===== src/rtl/dds_pkg.sv =====
package dds_pkg;
   localparam int ADDR_W = 3;

   typedef enum logic [1:0] {
      MODE_TONE = 2'd0,
      MODE_FSK  = 2'd1,
      MODE_BPSK = 2'd2,
      MODE_RSVD = 2'd3
   } dds_mode_e;

   localparam logic [ADDR_W-1:0] ADDR_FTW1  = 3'd0;
   localparam logic [ADDR_W-1:0] ADDR_FTW2  = 3'd1;
   localparam logic [ADDR_W-1:0] ADDR_POFF1 = 3'd2;
   localparam logic [ADDR_W-1:0] ADDR_POFF2 = 3'd3;
   localparam logic [ADDR_W-1:0] ADDR_MODE  = 3'd4;
endpackage


===== src/rtl/dds_regfile.sv =====
module dds_regfile
   import dds_pkg::*;
#(
   parameter int ACC_W  = 48,
   parameter int POFF_W = 14
) (
   input  logic              clk_i,
   input  logic              rst_ni,
   input  logic              wr_en_i,
   input  logic [ADDR_W-1:0] wr_addr_i,
   input  logic [ACC_W-1:0]  wr_data_i,
   output logic [ACC_W-1:0]  ftw1_o,
   output logic [ACC_W-1:0]  ftw2_o,
   output logic [POFF_W-1:0] poff1_o,
   output logic [POFF_W-1:0] poff2_o,
   output dds_mode_e         mode_o
);
   initial begin
      assert (ACC_W >= POFF_W) else $error("tuning word narrower than offset");
      assert (POFF_W >= 1) else $error("offset width must be positive");
   end

   always_ff @(posedge clk_i or negedge rst_ni) begin
      if (!rst_ni) begin
         ftw1_o  <= '0;
         ftw2_o  <= '0;
         poff1_o <= '0;
         poff2_o <= '0;
         mode_o  <= MODE_TONE;
      end else if (wr_en_i) begin
         unique case (wr_addr_i)
            ADDR_FTW1:  ftw1_o  <= wr_data_i;
            ADDR_FTW2:  ftw2_o  <= wr_data_i;
            ADDR_POFF1: poff1_o <= wr_data_i[POFF_W-1:0];
            ADDR_POFF2: poff2_o <= wr_data_i[POFF_W-1:0];
            ADDR_MODE:  mode_o  <= dds_mode_e'(wr_data_i[1:0]);
            default: ;
         endcase
      end
   end

   // registers hold when no write strobe
   a_r9_hold_without_write: assert property (@(posedge clk_i) disable iff (!rst_ni)
      !wr_en_i |=> ($stable(ftw1_o) && $stable(ftw2_o) && $stable(poff1_o)
                    && $stable(poff2_o) && $stable(mode_o)));
endmodule


===== src/rtl/dds_key_select.sv =====
module dds_key_select
   import dds_pkg::*;
#(
   parameter int ACC_W       = 48,
   parameter int POFF_W      = 14,
   parameter int SYNC_STAGES = 2
) (
   input  logic              clk_i,
   input  logic              rst_ni,
   input  logic              key_i,
   input  dds_mode_e         mode_i,
   input  logic [ACC_W-1:0]  ftw1_i,
   input  logic [ACC_W-1:0]  ftw2_i,
   input  logic [POFF_W-1:0] poff1_i,
   input  logic [POFF_W-1:0] poff2_i,
   output logic              key_sync_o,
   output logic [ACC_W-1:0]  ftw_act_o,
   output logic [POFF_W-1:0] poff_act_o
);
   initial begin
      assert (SYNC_STAGES >= 1) else $error("synchronizer needs a stage");
   end

   logic [SYNC_STAGES-1:0] chain_q;

   generate
      for (genvar s = 0; s < SYNC_STAGES; s++) begin : g_sync
         if (s == 0) begin : g_first
            always_ff @(posedge clk_i or negedge rst_ni) begin
               if (!rst_ni) chain_q[0] <= 1'b0;
               else         chain_q[0] <= key_i;
            end
         end else begin : g_next
            always_ff @(posedge clk_i or negedge rst_ni) begin
               if (!rst_ni) chain_q[s] <= 1'b0;
               else         chain_q[s] <= chain_q[s-1];
            end
         end
      end
   endgenerate

   assign key_sync_o = chain_q[SYNC_STAGES-1];

   always_comb begin
      ftw_act_o  = ftw1_i;
      poff_act_o = poff1_i;
      unique case (mode_i)
         MODE_FSK:  ftw_act_o  = key_sync_o ? ftw2_i : ftw1_i;
         MODE_BPSK: poff_act_o = key_sync_o ? poff2_i : poff1_i;
         default: ;
      endcase
   end
endmodule


===== src/rtl/dds_phase_acc.sv =====
module dds_phase_acc #(
   parameter int ACC_W = 48,
   parameter int OUT_W = 16
) (
   input  logic             clk_i,
   input  logic             rst_ni,
   input  logic [ACC_W-1:0] step_i,
   output logic [OUT_W-1:0] phase_top_o
);
   initial begin
      assert (ACC_W >= OUT_W) else $error("accumulator narrower than output");
   end

   logic [ACC_W-1:0] acc_q;

   always_ff @(posedge clk_i or negedge rst_ni) begin
      if (!rst_ni) acc_q <= '0;
      else         acc_q <= acc_q + step_i;
   end

   assign phase_top_o = acc_q[ACC_W-1 -: OUT_W];
endmodule


===== src/rtl/dds_iq_out.sv =====
module dds_iq_out #(
   parameter int OUT_W  = 16,
   parameter int POFF_W = 14
) (
   input  logic              clk_i,
   input  logic              rst_ni,
   input  logic [OUT_W-1:0]  phase_i,
   input  logic [POFF_W-1:0] poff_i,
   output logic [OUT_W-1:0]  i_o,
   output logic [OUT_W-1:0]  q_o
);
   localparam logic [OUT_W-1:0] QUARTER = OUT_W'(1) << (OUT_W - 2);

   initial begin
      assert (OUT_W >= 3) else $error("output too narrow for quadrature");
   end

   logic [OUT_W-1:0] off_al;

   generate
      if (POFF_W < OUT_W) begin : g_pad
         assign off_al = {poff_i, {(OUT_W-POFF_W){1'b0}}};
      end else if (POFF_W == OUT_W) begin : g_same
         assign off_al = poff_i;
      end else begin : g_trunc
         logic [POFF_W-OUT_W-1:0] unused_low;
         assign unused_low = poff_i[POFF_W-OUT_W-1:0];
         assign off_al = poff_i[POFF_W-1 -: OUT_W];
      end
   endgenerate

   logic [OUT_W-1:0] i_sum;
   assign i_sum = phase_i + off_al;

   always_ff @(posedge clk_i or negedge rst_ni) begin
      if (!rst_ni) begin
         i_o <= '0;
         q_o <= QUARTER;
      end else begin
         i_o <= i_sum;
         q_o <= i_sum + QUARTER;
      end
   end

   // quadrature word a quarter turn ahead
   a_r8_quadrature: assert property (@(posedge clk_i) disable iff (!rst_ni)
      OUT_W'(q_o - i_o) == QUARTER);
endmodule


===== src/rtl/dds_iq_phase_gen.sv =====
module dds_iq_phase_gen
   import dds_pkg::*;
#(
   parameter int ACC_W       = 48,
   parameter int OUT_W       = 16,
   parameter int POFF_W      = 14,
   parameter int SYNC_STAGES = 2
) (
   input  logic              clk_i,
   input  logic              rst_ni,
   input  logic              wr_en_i,
   input  logic [ADDR_W-1:0] wr_addr_i,
   input  logic [ACC_W-1:0]  wr_data_i,
   input  logic              key_i,
   output logic [OUT_W-1:0]  phase_i_o,
   output logic [OUT_W-1:0]  phase_q_o
);
   logic [ACC_W-1:0]  ftw1, ftw2, ftw_act;
   logic [POFF_W-1:0] poff1, poff2, poff_act;
   dds_mode_e         mode;
   logic              key_s;
   logic [OUT_W-1:0]  acc_top;

   dds_regfile #(.ACC_W(ACC_W), .POFF_W(POFF_W)) regs_i (
      .clk_i, .rst_ni, .wr_en_i, .wr_addr_i, .wr_data_i,
      .ftw1_o(ftw1), .ftw2_o(ftw2), .poff1_o(poff1), .poff2_o(poff2),
      .mode_o(mode)
   );

   dds_key_select #(.ACC_W(ACC_W), .POFF_W(POFF_W), .SYNC_STAGES(SYNC_STAGES)) sel_i (
      .clk_i, .rst_ni, .key_i, .mode_i(mode),
      .ftw1_i(ftw1), .ftw2_i(ftw2), .poff1_i(poff1), .poff2_i(poff2),
      .key_sync_o(key_s), .ftw_act_o(ftw_act), .poff_act_o(poff_act)
   );

   dds_phase_acc #(.ACC_W(ACC_W), .OUT_W(OUT_W)) acc_i (
      .clk_i, .rst_ni, .step_i(ftw_act), .phase_top_o(acc_top)
   );

   dds_iq_out #(.OUT_W(OUT_W), .POFF_W(POFF_W)) iq_i (
      .clk_i, .rst_ni, .phase_i(acc_top), .poff_i(poff_act),
      .i_o(phase_i_o), .q_o(phase_q_o)
   );

   // high key in frequency-keyed mode steps by tuning word 2
   a_r3_fsk_high_word: assert property (@(posedge clk_i) disable iff (!rst_ni)
      (mode == MODE_FSK && key_s) |-> (ftw_act == ftw2));

   // phase-keyed mode keeps tuning word 1, key picks offset
   a_r5_bpsk_freq_fixed: assert property (@(posedge clk_i) disable iff (!rst_ni)
      (mode == MODE_BPSK) |-> (ftw_act == ftw1 && poff_act == (key_s ? poff2 : poff1)));

   // single tone and reserved mode ignore the key
   a_r7_tone_ignores_key: assert property (@(posedge clk_i) disable iff (!rst_ni)
      (mode == MODE_TONE || mode == MODE_RSVD) |-> (ftw_act == ftw1 && poff_act == poff1));

   // outputs frozen while every tuning word is zero
   a_r2_zero_step_frozen: assert property (@(posedge clk_i) disable iff (!rst_ni)
      (ftw1 == '0 && ftw2 == '0 && $stable(poff_act)) |=> $stable(phase_i_o));
endmodule


===== config.mk =====
export PLATFORM = sky130hd
export DESIGN_NAME = dds_iq_phase_gen
export DESIGN_NICKNAME = d
export VERILOG_FILES = /design/src/rtl/dds_pkg.sv /design/src/rtl/dds_regfile.sv /design/src/rtl/dds_key_select.sv /design/src/rtl/dds_phase_acc.sv /design/src/rtl/dds_iq_out.sv /design/src/rtl/dds_iq_phase_gen.sv
export SDC_FILE = /design/constraint.sdc
export NUM_CORES = 1
export LEC_CHECK = 0
export ABC_AREA = 1
export BUFFER_PORTS_ARGS = -buffer_cell sky130_fd_sc_hd__buf_2
export CELL_PAD_IN_SITES_DETAIL_PLACEMENT = 1
export CELL_PAD_IN_SITES_GLOBAL_PLACEMENT = 2
export CORE_MARGIN = 3
export CORE_UTILIZATION = 35
export DETAILED_ROUTE_END_ITERATION = 8
export PLACE_DENSITY = 0.91
export SYNTH_ARGS = -nofsm -noshare
export SYNTH_HDL_FRONTEND = slang
export SYNTH_SLANG_ARGS = --single-unit

===== constraint.sdc =====
create_clock -name clk_i -period 3.2 [get_ports clk_i]
set_input_delay 0.64 -clock clk_i [delete_from_list [all_inputs] [get_ports clk_i]]
set_output_delay 0.64 -clock clk_i [all_outputs]
set_load 0.02 [all_outputs]

Yosys cells after proc, flatten, opt, wreduce, memory -nomap -nowiden
Index checks and enable logic that the tools add are counted.
Widths: inputs -> output; s select.
{"block": "word_totals", "regBits": 208, "latch_bits": 0, "ram_bits": 0, "mem_bits_ro": 0, "in_bits": 55, "out_inout_bits": 32, "wordCells": 29, "mem_count": 0}
{"block": "op_classes", "n_addsub": 3, "multipliers": 0, "n_div": 0, "magnitude_cmp": 0, "n_eq_ne": 6, "shifts": 0, "n_mux": 4, "n_bitwise": 0, "n_reduce_logical": 6}
{"operator": "$mux 48", "n": 2}
{"operator": "$add 48x48->48", "n": 1}
{"operator": "$mux 14", "n": 2}
{"operator": "$add 16x15->16 const B", "n": 1}
{"operator": "$add 16x16->16", "n": 1}
{"operator": "$reduce_and 2->1", "n": 5}
{"operator": "$eq 3x2->1 const B", "n": 2}
{"operator": "$eq 3x1->1 const B", "n": 1}
{"operator": "$eq 3x3->1 const B", "n": 1}
{"operator": "$logic_not 3->1", "n": 1}
{"operator": "$eq 2x1->1 const B", "n": 1}
{"operator": "$eq 2x2->1 const B", "n": 1}

Logic depth before layout (Yosys ltp)
Gate-level depths: netlist of run 1.
{"block": "depth", "ltp_word": 4, "ltp_mapped": 17, "ltp_nobuf": 15}

By module
A second synthesis of run 1 with hierarchy kept.
{"block": "unflattened", "hier_cells": 1898, "area_unflattened_um2": 12903.6}
{"module": "dds_phase_acc", "n_inst": 1, "cells_per_inst": 961, "area_each_um2": 5524.0, "seq_area_each_um2": 1201.2}
{"module": "dds_regfile", "n_inst": 1, "cells_per_inst": 559, "area_each_um2": 4959.8, "seq_area_each_um2": 3153.0}
{"module": "dds_iq_out", "n_inst": 1, "cells_per_inst": 160, "area_each_um2": 1343.8, "seq_area_each_um2": 451.7}
{"module": "dds_key_select", "n_inst": 1, "cells_per_inst": 218, "area_each_um2": 1076.0, "seq_area_each_um2": 50.0}

Worst setup path after synthesis of run 1
OpenSTA, ideal clock, no wires.
{"block": "synth_timing", "path_type": "register to register", "startpoint": "reg regs_i.mode_o[1]", "endpoint": "reg acc_i.acc_q[32]", "setup_ns": 0.117, "arrival_ns": 2.549, "required_time_ns": 3.083, "path_slack_ns": 0.535, "stages_incl_launch_ff": 17, "path_buffers": 2, "synth_period_minus_slack_ns": 2.665, "path_cell_list": "dfrtp_1 -> nand3b_1 -> buf_4 -> buf_6 -> mux2_2 -> ha_1 -> fa_1 -> nand2_1 -> nand2_1 -> nand3_1 -> nand2_1 -> nand2_1 -> nand3_2 -> nand2_1 -> nand2_1 -> nand2_1 -> nand2_1"}
{"block": "synth_via", "elab_chain_cells": 3}
{"element": "start: declaration", "line_no": "dds_regfile.sv:16", "text": "output dds_mode_e mode_o"}
{"element": "start signal: assignment", "line_no": "dds_regfile.sv:36", "text": "ADDR_MODE: mode_o <= dds_mode_e'(wr_data_i[1:0]);"}
{"element": "$eq 2x1->1", "line_no": "dds_key_select.sv:47", "text": "unique case (mode_i)"}
{"element": "$mux 48", "line_no": "dds_key_select.sv:47"}
{"element": "$add 48x48->48", "line_no": "dds_phase_acc.sv:18", "text": "else acc_q <= acc_q + step_i;"}
{"element": "end signal: assignment", "line_no": "dds_phase_acc.sv:18"}
{"element": "end: declaration", "line_no": "dds_phase_acc.sv:14", "text": "logic [ACC_W-1:0] acc_q;"}
Every way passes these cells.
A chain may end at the register's enable or synchronous reset.

Worst setup path in the final report of run 1
{"block": "layout_timing", "startpoint": "reg regs_i.mode_o[1]", "endpoint": "reg acc_i.acc_q[42]"}
Same word-level chain as after synthesis.

==> out/metrics.yaml, run 1 <==
h-tree-depth: 4
crit_required_ps: 3530
relSlewSlack_pct: 54.5
core-area_um2: 33800
regArea_um2: 4860
boundaryPins: 87
n_antenna_cell: 0
synthCells: 1620
async_flop_share_pct: 100
area_growth_pct: 12.6
critPathLaunchType: "flop"
grt_pass1_wl_mm: 57.2
synth-edff-count: 0
maxCapViolations: 0
grt_start_max_net_pins: 97
finalSetupViolations: 0
outcome: "complete, no violations"
skew_ps: 14.2
fp-row-count: 67
tightest_slew_ps: 683
antenna_found_initial: 0
path_clk_slew_ps: 80
final_cells: 2158
cts_inserted_buffers: 17
placed_cells: 2123
synth_area_um2: 12100
power_leakage_nw: 7.50
grt_pass1_vias: 10900
post_synth_num_cell_types: 35
cp_max_fo: 21
synth_nets: 1737
vias_per_cell: 4.73
wirelength_mm: 35.7
nNetsFinal: 1814
placed_cell_area_um2: 13000
io_buffers: 86
grt_overflow: 0
cts_buffer_depth: 2
antenna_left: 0
initialDrtViolationCount: 360
gp_congestion: 0.868
track_usage_pct: 19.9
fp.dieH_um: 192
die_width_um: 192
n_fill_cell: 4235
critical_path_class: "flop to flop"
worst_hold_path_type: "input port to async pin"
finalHoldViolations: 0
cts_sinks: 194
period_share_pct: 93.3
report.final.slew_viol_count: 0
multi_input_area_um2: 5950
power_density_nw_per_um2: 930
hpwl_mm: 28.1
drive_above_1_share_pct: 16.3
cts-root-buf: "clkbuf_16"
rsz0062_at_grt: "false"
synth_seq_cells: 194
crit_path_end_kind: "flop"
start_util_pct: 35.8
syn_area_per_cell_um2: 7.47
dieArea_um2: 36900
clk_latency_ps: 460
ys_warn_count: 0
finalInstanceArea_um2: 13600
drt_pass1_iterations: 4
cp.arrival_ps: 3320
ys_seq_area_share_pct: 40.1
routed-via-count: 10200
finalCriticalPeriod_ps: 2980
setup_tns_ps: 0
wire_per_inst_um: 16.5
cts_tree: "done"
ir_worst_vdd_uv: 471
synth_ff_type: "dfrtp_1"
drc: 0
max_freq_mhz: 335
## routing by layer
metal | global-route usage (%) | share of wire, %
met5 | 0 | 0
met4 | 5.18 | 1.9
met3 | 2.97 | 2.2
met2 | 34.3 | 48
met1 | 26.1 | 47
## final timing paths
kind	startpoint	end	slack, ps	depth (start not counted)
max	regs_i.mode_o[1]$_DFFE_PN0P_	acc_i.acc_q[42]$_DFF_PN0_	220	12
min	rst_ni	regs_i.poff2_o[11]$_DFFE_PN0P_	200	1
max reg2reg	regs_i.mode_o[1]$_DFFE_PN0P_	acc_i.acc_q[42]$_DFF_PN0_	220	12
min reg2reg	acc_i.acc_q[32]$_DFF_PN0_	iq_i.i_o[0]$_DFF_PN0_	390	0
max in group asynchronous	rst_ni	iq_i.q_o[14]$_DFF_PN1_	2210	2
min in group clk_i	key_i	sel_i.chain_q[0]$_DFF_PN0_	280	1
## critical path: stages, from the launching register on
cell and delay [ps]:
dfrtp_1 410, nand3b_1 150, buf_4 140, buf_12 160, mux2_2 350, ha_1 420
nand2_2 110, nor2_1 240, nand2_1 190, nor3_2 230, nand3_1 200, nand4_1 140
nand2_1 90
## layout make-up
class / count / area share [%]
inverters: 278 / 7.65
flip-flops and latches: 194 / 35.6
multi-input cells: 1103 / 43.7
clock inverters: 13 / 1.02
well taps: 448 / 4.11
clock buffers: 19 / 3.18
repair buffers: 103 / 4.75
## per-stage QoR
step | power, mW | util, % | hold WS (ps) | worst slack (ps)
2_1_floorplan | 8.57 | - | 331 | 535
3_3_place_gp | 10.4 | 38.5 | 389 | 232
3_5_place_dp | 10.6 | 38.5 | 372 | 165
4_1_cts | 12.8 | 40.2 | 219 | 138
5_1_grt | 13.9 | 40.4 | 235 | 26.3
6_report | 12.7 | 40.4 | 205 | 215
## cells by family (layout without fill, tap and decap cells)
family / after synthesis / after routing / share of synthesized area (%)
compound gates: 185 / 185 / 7.88
xor+xnor: 36 / 36 / 2.60
fa+ha+maj: 62 / 62 / 6.53
buf+inv: 323 / 413 / 10.8
flops: 194 / 194 / 40.1
mux: 60 / 60 / 5.58
simple gates: 760 / 760 / 26.5
## layout by cell type (no fill, tap or decap), drive strengths merged
cell type / Yosys / routed
a21o: 1 / 1
a21oi: 42 / 42
a31oi: 1 / 1
buf: 31 / 101
clkbuf: 14 / 21
clkinv: 0 / 5
clkinvlp: 0 / 2
dfrtp: 193 / 193
dfstp: 1 / 1
fa: 2 / 2
ha: 60 / 60
inv: 278 / 284
mux2: 60 / 60
nand2: 580 / 580
nand3: 55 / 55
nand3b: 3 / 3
nand4: 11 / 11
nor2: 102 / 102
nor3: 7 / 7
nor4: 2 / 2
o21a: 1 / 1
o21ai: 134 / 134
o21bai: 6 / 6
xnor2: 3 / 3
xor2: 33 / 33
## synth_stat cells, types with 11 or more instances
library cell	number	area (um2)
nor2_1	70	263
o21ai_1	19	95.1
inv_1	268	1010
nand4_1	11	68.8
nor2_2	30	188
a21oi_1	40	200
nand3_1	46	230
nand2_1	555	2080
nand2_2	25	156
buf_2	13	65.1
xor2_1	33	289
dfrtp_1	193	4830
mux2_2	60	676
buf_4	15	113
clkbuf_1	14	52.6
o21ai_0	115	576
ha_1	60	751
## where the power goes
part / leakage (nW) / internal [mW] / total [mW] / switching, mW
registers: 2.39 / 3.24 / 3.68 / 0.446
clock network: 0.273 / 1.04 / 2.14 / 1.10
logic: 4.85 / 2.31 / 6.86 / 4.55
## what timing repair did
item	in CTS	in global routing
endpoints found under the setup margin	0	5
hold endpoints to repair	0	0
hold buffers	0	0
resized for setup	0	1
setup buffers	0	2
## state kept, by name, summed over array words and instances (netlist names)
name,flops
regs_i.poff2_o,14
regs_i.mode_o,2
sel_i.key_sync_o,1
regs_i.poff1_o,14
sel_i.chain_q,1
regs_i.ftw2_o,48
iq_i.i_o,16
acc_i.acc_q,48
regs_i.ftw1_o,48
iq_i.q_o,2
Power figures use the tool's default switching activity.
==> run 2, diff against run 1 <==
ABC_AREA = unset   (was 1)
PLACE_DENSITY = 0.82   (was 0.91)
==> run 2 against run 1 <==
The flow now finishes with violations (negative setup slack). Worst setup slack got worse by 660 ps. Critical path depth rose by 1. Non-clock buffer count up 162. Routed wire length is 17% lower. Critical path type unchanged. Highest routed layer is now met5.
==> out/metrics.yaml, run 2 <==
synth_fa_ha_area_share_pct: 7.51  # was 6.53%
grt_pass1_wl_mm: 47.2  # was 57.2 mm
outcome: "finished with violations"  # was complete, no violations
relSlewSlack_pct: 42.7  # was 54.5%
clk_latency_ps: 460  # about the same
grt_overflow: 0  # unchanged
hpwl_mm: 20.6  # was 28.1 mm
cts_sinks: 194  # unchanged
h-tree-depth: 4  # unchanged
antenna_found_initial: 1  # was 0
syn_area_per_cell_um2: 11.7  # was 7.47 um2
final_common_cell: "dfrtp_1"  # was nand2_1
synth_nets: 1019  # was 1737
synth_compound_area_share_pct: 11.7  # was 7.88%
finalInstanceArea_um2: 14000  # was 13600 um2
io_buffers: 86  # unchanged
fp.dieH_um: 179  # was 192 um
synth.area.top_cells: "dfrtp_1 46%, mux2_2 20%, ha_1 7.1%, a21oi_1 2.8%, xnor2_1 2.6%"  # was dfrtp_1 40%, nand2_1 17%, inv_1 8.3%, ha_1 6.2%, mux2_2 5.6%
drt_pass1_iterations: 4  # unchanged
placed_cells: 1468  # was 2123
path_clk_slew_ps: 80  # about the same
critical_path_class: "flop to flop"  # unchanged
finalCoreUtilization_pct: 48.1  # was 40.4%
track_usage_pct: 18.2  # was 19.9%
vias_per_cell: 5.18  # was 4.73
drive_above_1_share_pct: 51.3  # was 16.3%
antenna_left: 0  # unchanged
top_regs: "acc_i.acc_q (48), regs_i.ftw1_o (48), regs_i.ftw2_o (48)"  # unchanged
synth.most_common_cell: "dfrtp_1"  # was nand2_1
report.final.slew_viol_count: 0  # unchanged
post_synth_num_cell_types: 64  # was 35
ys_warn_count: 0  # unchanged
synth_top_family_by_area: "multiplexers"  # was simple AND/OR/NAND/NOR gates
path_common_cell: "o31a_1"  # was nand2_1
synthXorXnorAreaFrac_pct: 4.70  # was 2.60%
core-area_um2: 29200  # was 33800 um2
n_antenna_cell: 0  # unchanged
synthMuxAreaShare_pct: 20.1  # was 5.58%
async_flop_share_pct: 100  # unchanged
yosys.area_share.simple_pct: 7.23  # was 26.5%
synth_area_um2: 10500  # was 12100 um2
cts_inserted_buffers: 17  # unchanged
yosys-top-cells-count: "193 x dfrtp_1, 186 x mux2_2, 60 x ha_1, 59 x a21oi_1, 42 x nand2_1"  # was 555 x nand2_1, 268 x inv_1, 193 x dfrtp_1, 115 x o21ai_0, 70 x nor2_1
tightest_slew_ps: 859  # was 683 ps
place_ws_ps: -613  # was 165 ps
grt_start_max_net_pins: 82  # was 97
crit_required_ps: 3520  # was 3530 ps
cts_buffer_depth: 2  # unchanged
yosys.area.top_type: "dfrtp_1"  # unchanged
synth_seq_cells: 194  # unchanged
cp_cell_sequence: "nand3b_1 > buf_6 > buf_4 > mux2_2 > ha_4 > o211ai_1 > or3_4 > o221a_4 > o31a_1 > o2111ai_2 > a21o_1 > o31a_1 > o311ai_2"  # was nand3b_1 > buf_4 > buf_12 > mux2_2 > ha_1 > nand2_2 > nor2_1 > nand2_1 > nor3_2 > nand3_1 > nand4_1 > nand2_1
cp_max_fo: 6  # was 21
max_stage_delay_ps: 390  # was 420 ps
wirelength_mm: 29.7  # was 35.7 mm
fin_ws_ps: -445  # was 215 ps
maxCapViolations: 0  # unchanged
slowest_stage: "dfrtp_1"  # was ha_1
boundaryPins: 87  # unchanged
die_width_um: 179  # was 192 um
worst_hold_path_type: "input port to async pin"  # unchanged
finalCriticalPeriod_ps: 3640  # was 2980 ps
power.total_mw: 16.0  # was 12.7 mW
area_growth_pct: 33.1  # was 12.6%
mostFrequentLayoutCells: "193 x dfrtp_1, 178 x mux2_2, 154 x buf_4"  # was 553 x nand2_1, 268 x inv_1, 193 x dfrtp_1
placed_cell_area_um2: 12400  # was 13000 um2
n_fill_cell: 3098  # was 4235
critPathLaunchType: "flop"  # unchanged
holdBufCountCts: 0  # unchanged
cp.arrival_ps: 3960  # was 3320 ps
wire_per_inst_um: 19.4  # was 16.5 um
max_freq_mhz: 274  # was 335 MHz
drc: 0  # unchanged
initialDrtViolationCount: 250  # was 360
rsz0062_at_grt: "true"  # was false
synthCells: 902  # was 1620
skew_ps: 17.1  # was 14.2 ps
ir_worst_vdd_uv: 459  # was 471 uV
dieArea_um2: 32200  # was 36900 um2
synth_ff_type: "dfrtp_1"  # unchanged
nNetsFinal: 1252  # was 1814
violations: "negative setup slack"
final_cells: 1532  # was 2158
power_density_nw_per_um2: 1140  # was 930 nW/um2
start_util_pct: 36.1  # was 35.8%
crit_path_end_kind: "flop"  # unchanged
routed-via-count: 7943  # was 10200
synth-edff-count: 0  # unchanged
finalSetupViolations: 35  # was 0
setup_tns_ps: -7840  # was 0 ps
period_share_pct: 114  # was 93.3%
ys_seq_area_share_pct: 46.1  # was 40.1%
fp-row-count: 62  # was 67
hold_ws_ps: 225  # was 205 ps
grt_pass1_vias: 8872  # was 10900
cts_tree: "done"  # unchanged
gp_congestion: 0.838  # was 0.868
netlist.area_leader.share_pct: 45.8  # was 39.9%
power_leakage_nw: 6.26  # was 7.50 nW
cts-root-buf: "clkbuf_16"  # unchanged
cpLargestDelayFamily: "compound AO/OA/AOI/OAI gates"  # was simple AND/OR/NAND/NOR gates
worst-path-buf-inv: 2  # unchanged
finalHoldViolations: 0  # unchanged
run 2: cell count changes after synthesis, moves of 18 or more:
cell     previous run  this run
o21ai_1            19         1
xnor2_1             3        31
nor2_2             30         0
o21ai_0           115        31
nand2_1           555        42
nand2_2            25         0
a21oi_1            40        59
nor2_1             70        36
a21o_1              1        27
mux2_2             60       186
nand3_1            46        11
inv_1             268        12
run 2: repair_timing:
| item | 4_1_cts | 5_1_grt |
|---|---|---|
| cloned | 0 | 0 |
| endpoints found under the hold margin | 0 | 0 |
| endpoints found under the setup margin | 36 | 39 |
| pin swaps | 43 | 28 |
| gates resized for setup | 108 | 39 |
| buffers inserted | 22 | 11 |
run 2: cells by family (layout without fill, tap and decap cells):
kind of cell | Yosys count | in the layout
buffers and inverters | 63 | 309
AO/OA/AOI/OAI | 187 | 187
flip-flops | 194 | 194
adder cells (fa/ha/maj) | 62 | 62
XOR/XNOR | 55 | 55
multiplexers | 188 | 188
AND/OR/NAND/NOR | 153 | 153
run 2: path summary, 6_finish.rpt:
kind / slack (ps) / start / cells after the start / endpoint
worst max-delay path: -440 / regs_i.mode_o[1]$_DFFE_PN0P_ / 13 / acc_i.acc_q[46]$_DFF_PN0_
worst min-delay path: 220 / rst_ni / 1 / iq_i.i_o[7]$_DFF_PN0_
min in group clk_i: 360 / key_i / 1 / sel_i.chain_q[0]$_DFF_PN0_
max in group asynchronous: 2180 / rst_ni / 2 / regs_i.ftw1_o[21]$_DFFE_PN0P_
worst max register to register: -440 / regs_i.mode_o[1]$_DFFE_PN0P_ / 13 / acc_i.acc_q[46]$_DFF_PN0_
worst min register to register: 370 / sel_i.chain_q[0]$_DFF_PN0_ / 0 / sel_i.key_sync_o$_DFF_PN0_
run 2: power by group:
| part | internal, mW | total, mW | switching, mW |
|---|---|---|---|
| clock network | 1.10 | 2.16 | 1.06 |
| registers | 3.32 | 3.84 | 0.516 |
| logic | 5.03 | 9.96 | 4.93 |
| total | 9.45 | 16.0 | 6.50 |
run 2: layout make-up:
class	instances	area [um2]	share of cell area, %
multi-input combinational	645	6130	43.7
sequential	194	4860	34.6
timing repair buffer	265	1930	13.8
tap	384	480	3.43
clock buffer	17	425	3.03
clock inverter	15	155	1.11
inverter	12	45.0	0.321
run 2: per-layer routing:
metal | global-route usage (%) | up-vias | share of wire (%)
li1 | - | 3746 | -
met1 | 23.1 | 4062 | 45
met2 | 31.8 | 103 | 51
met3 | 3.50 | 30 | 2.1
met4 | 4.89 | 2 | 1.4
met5 | 0 | - | 0.024
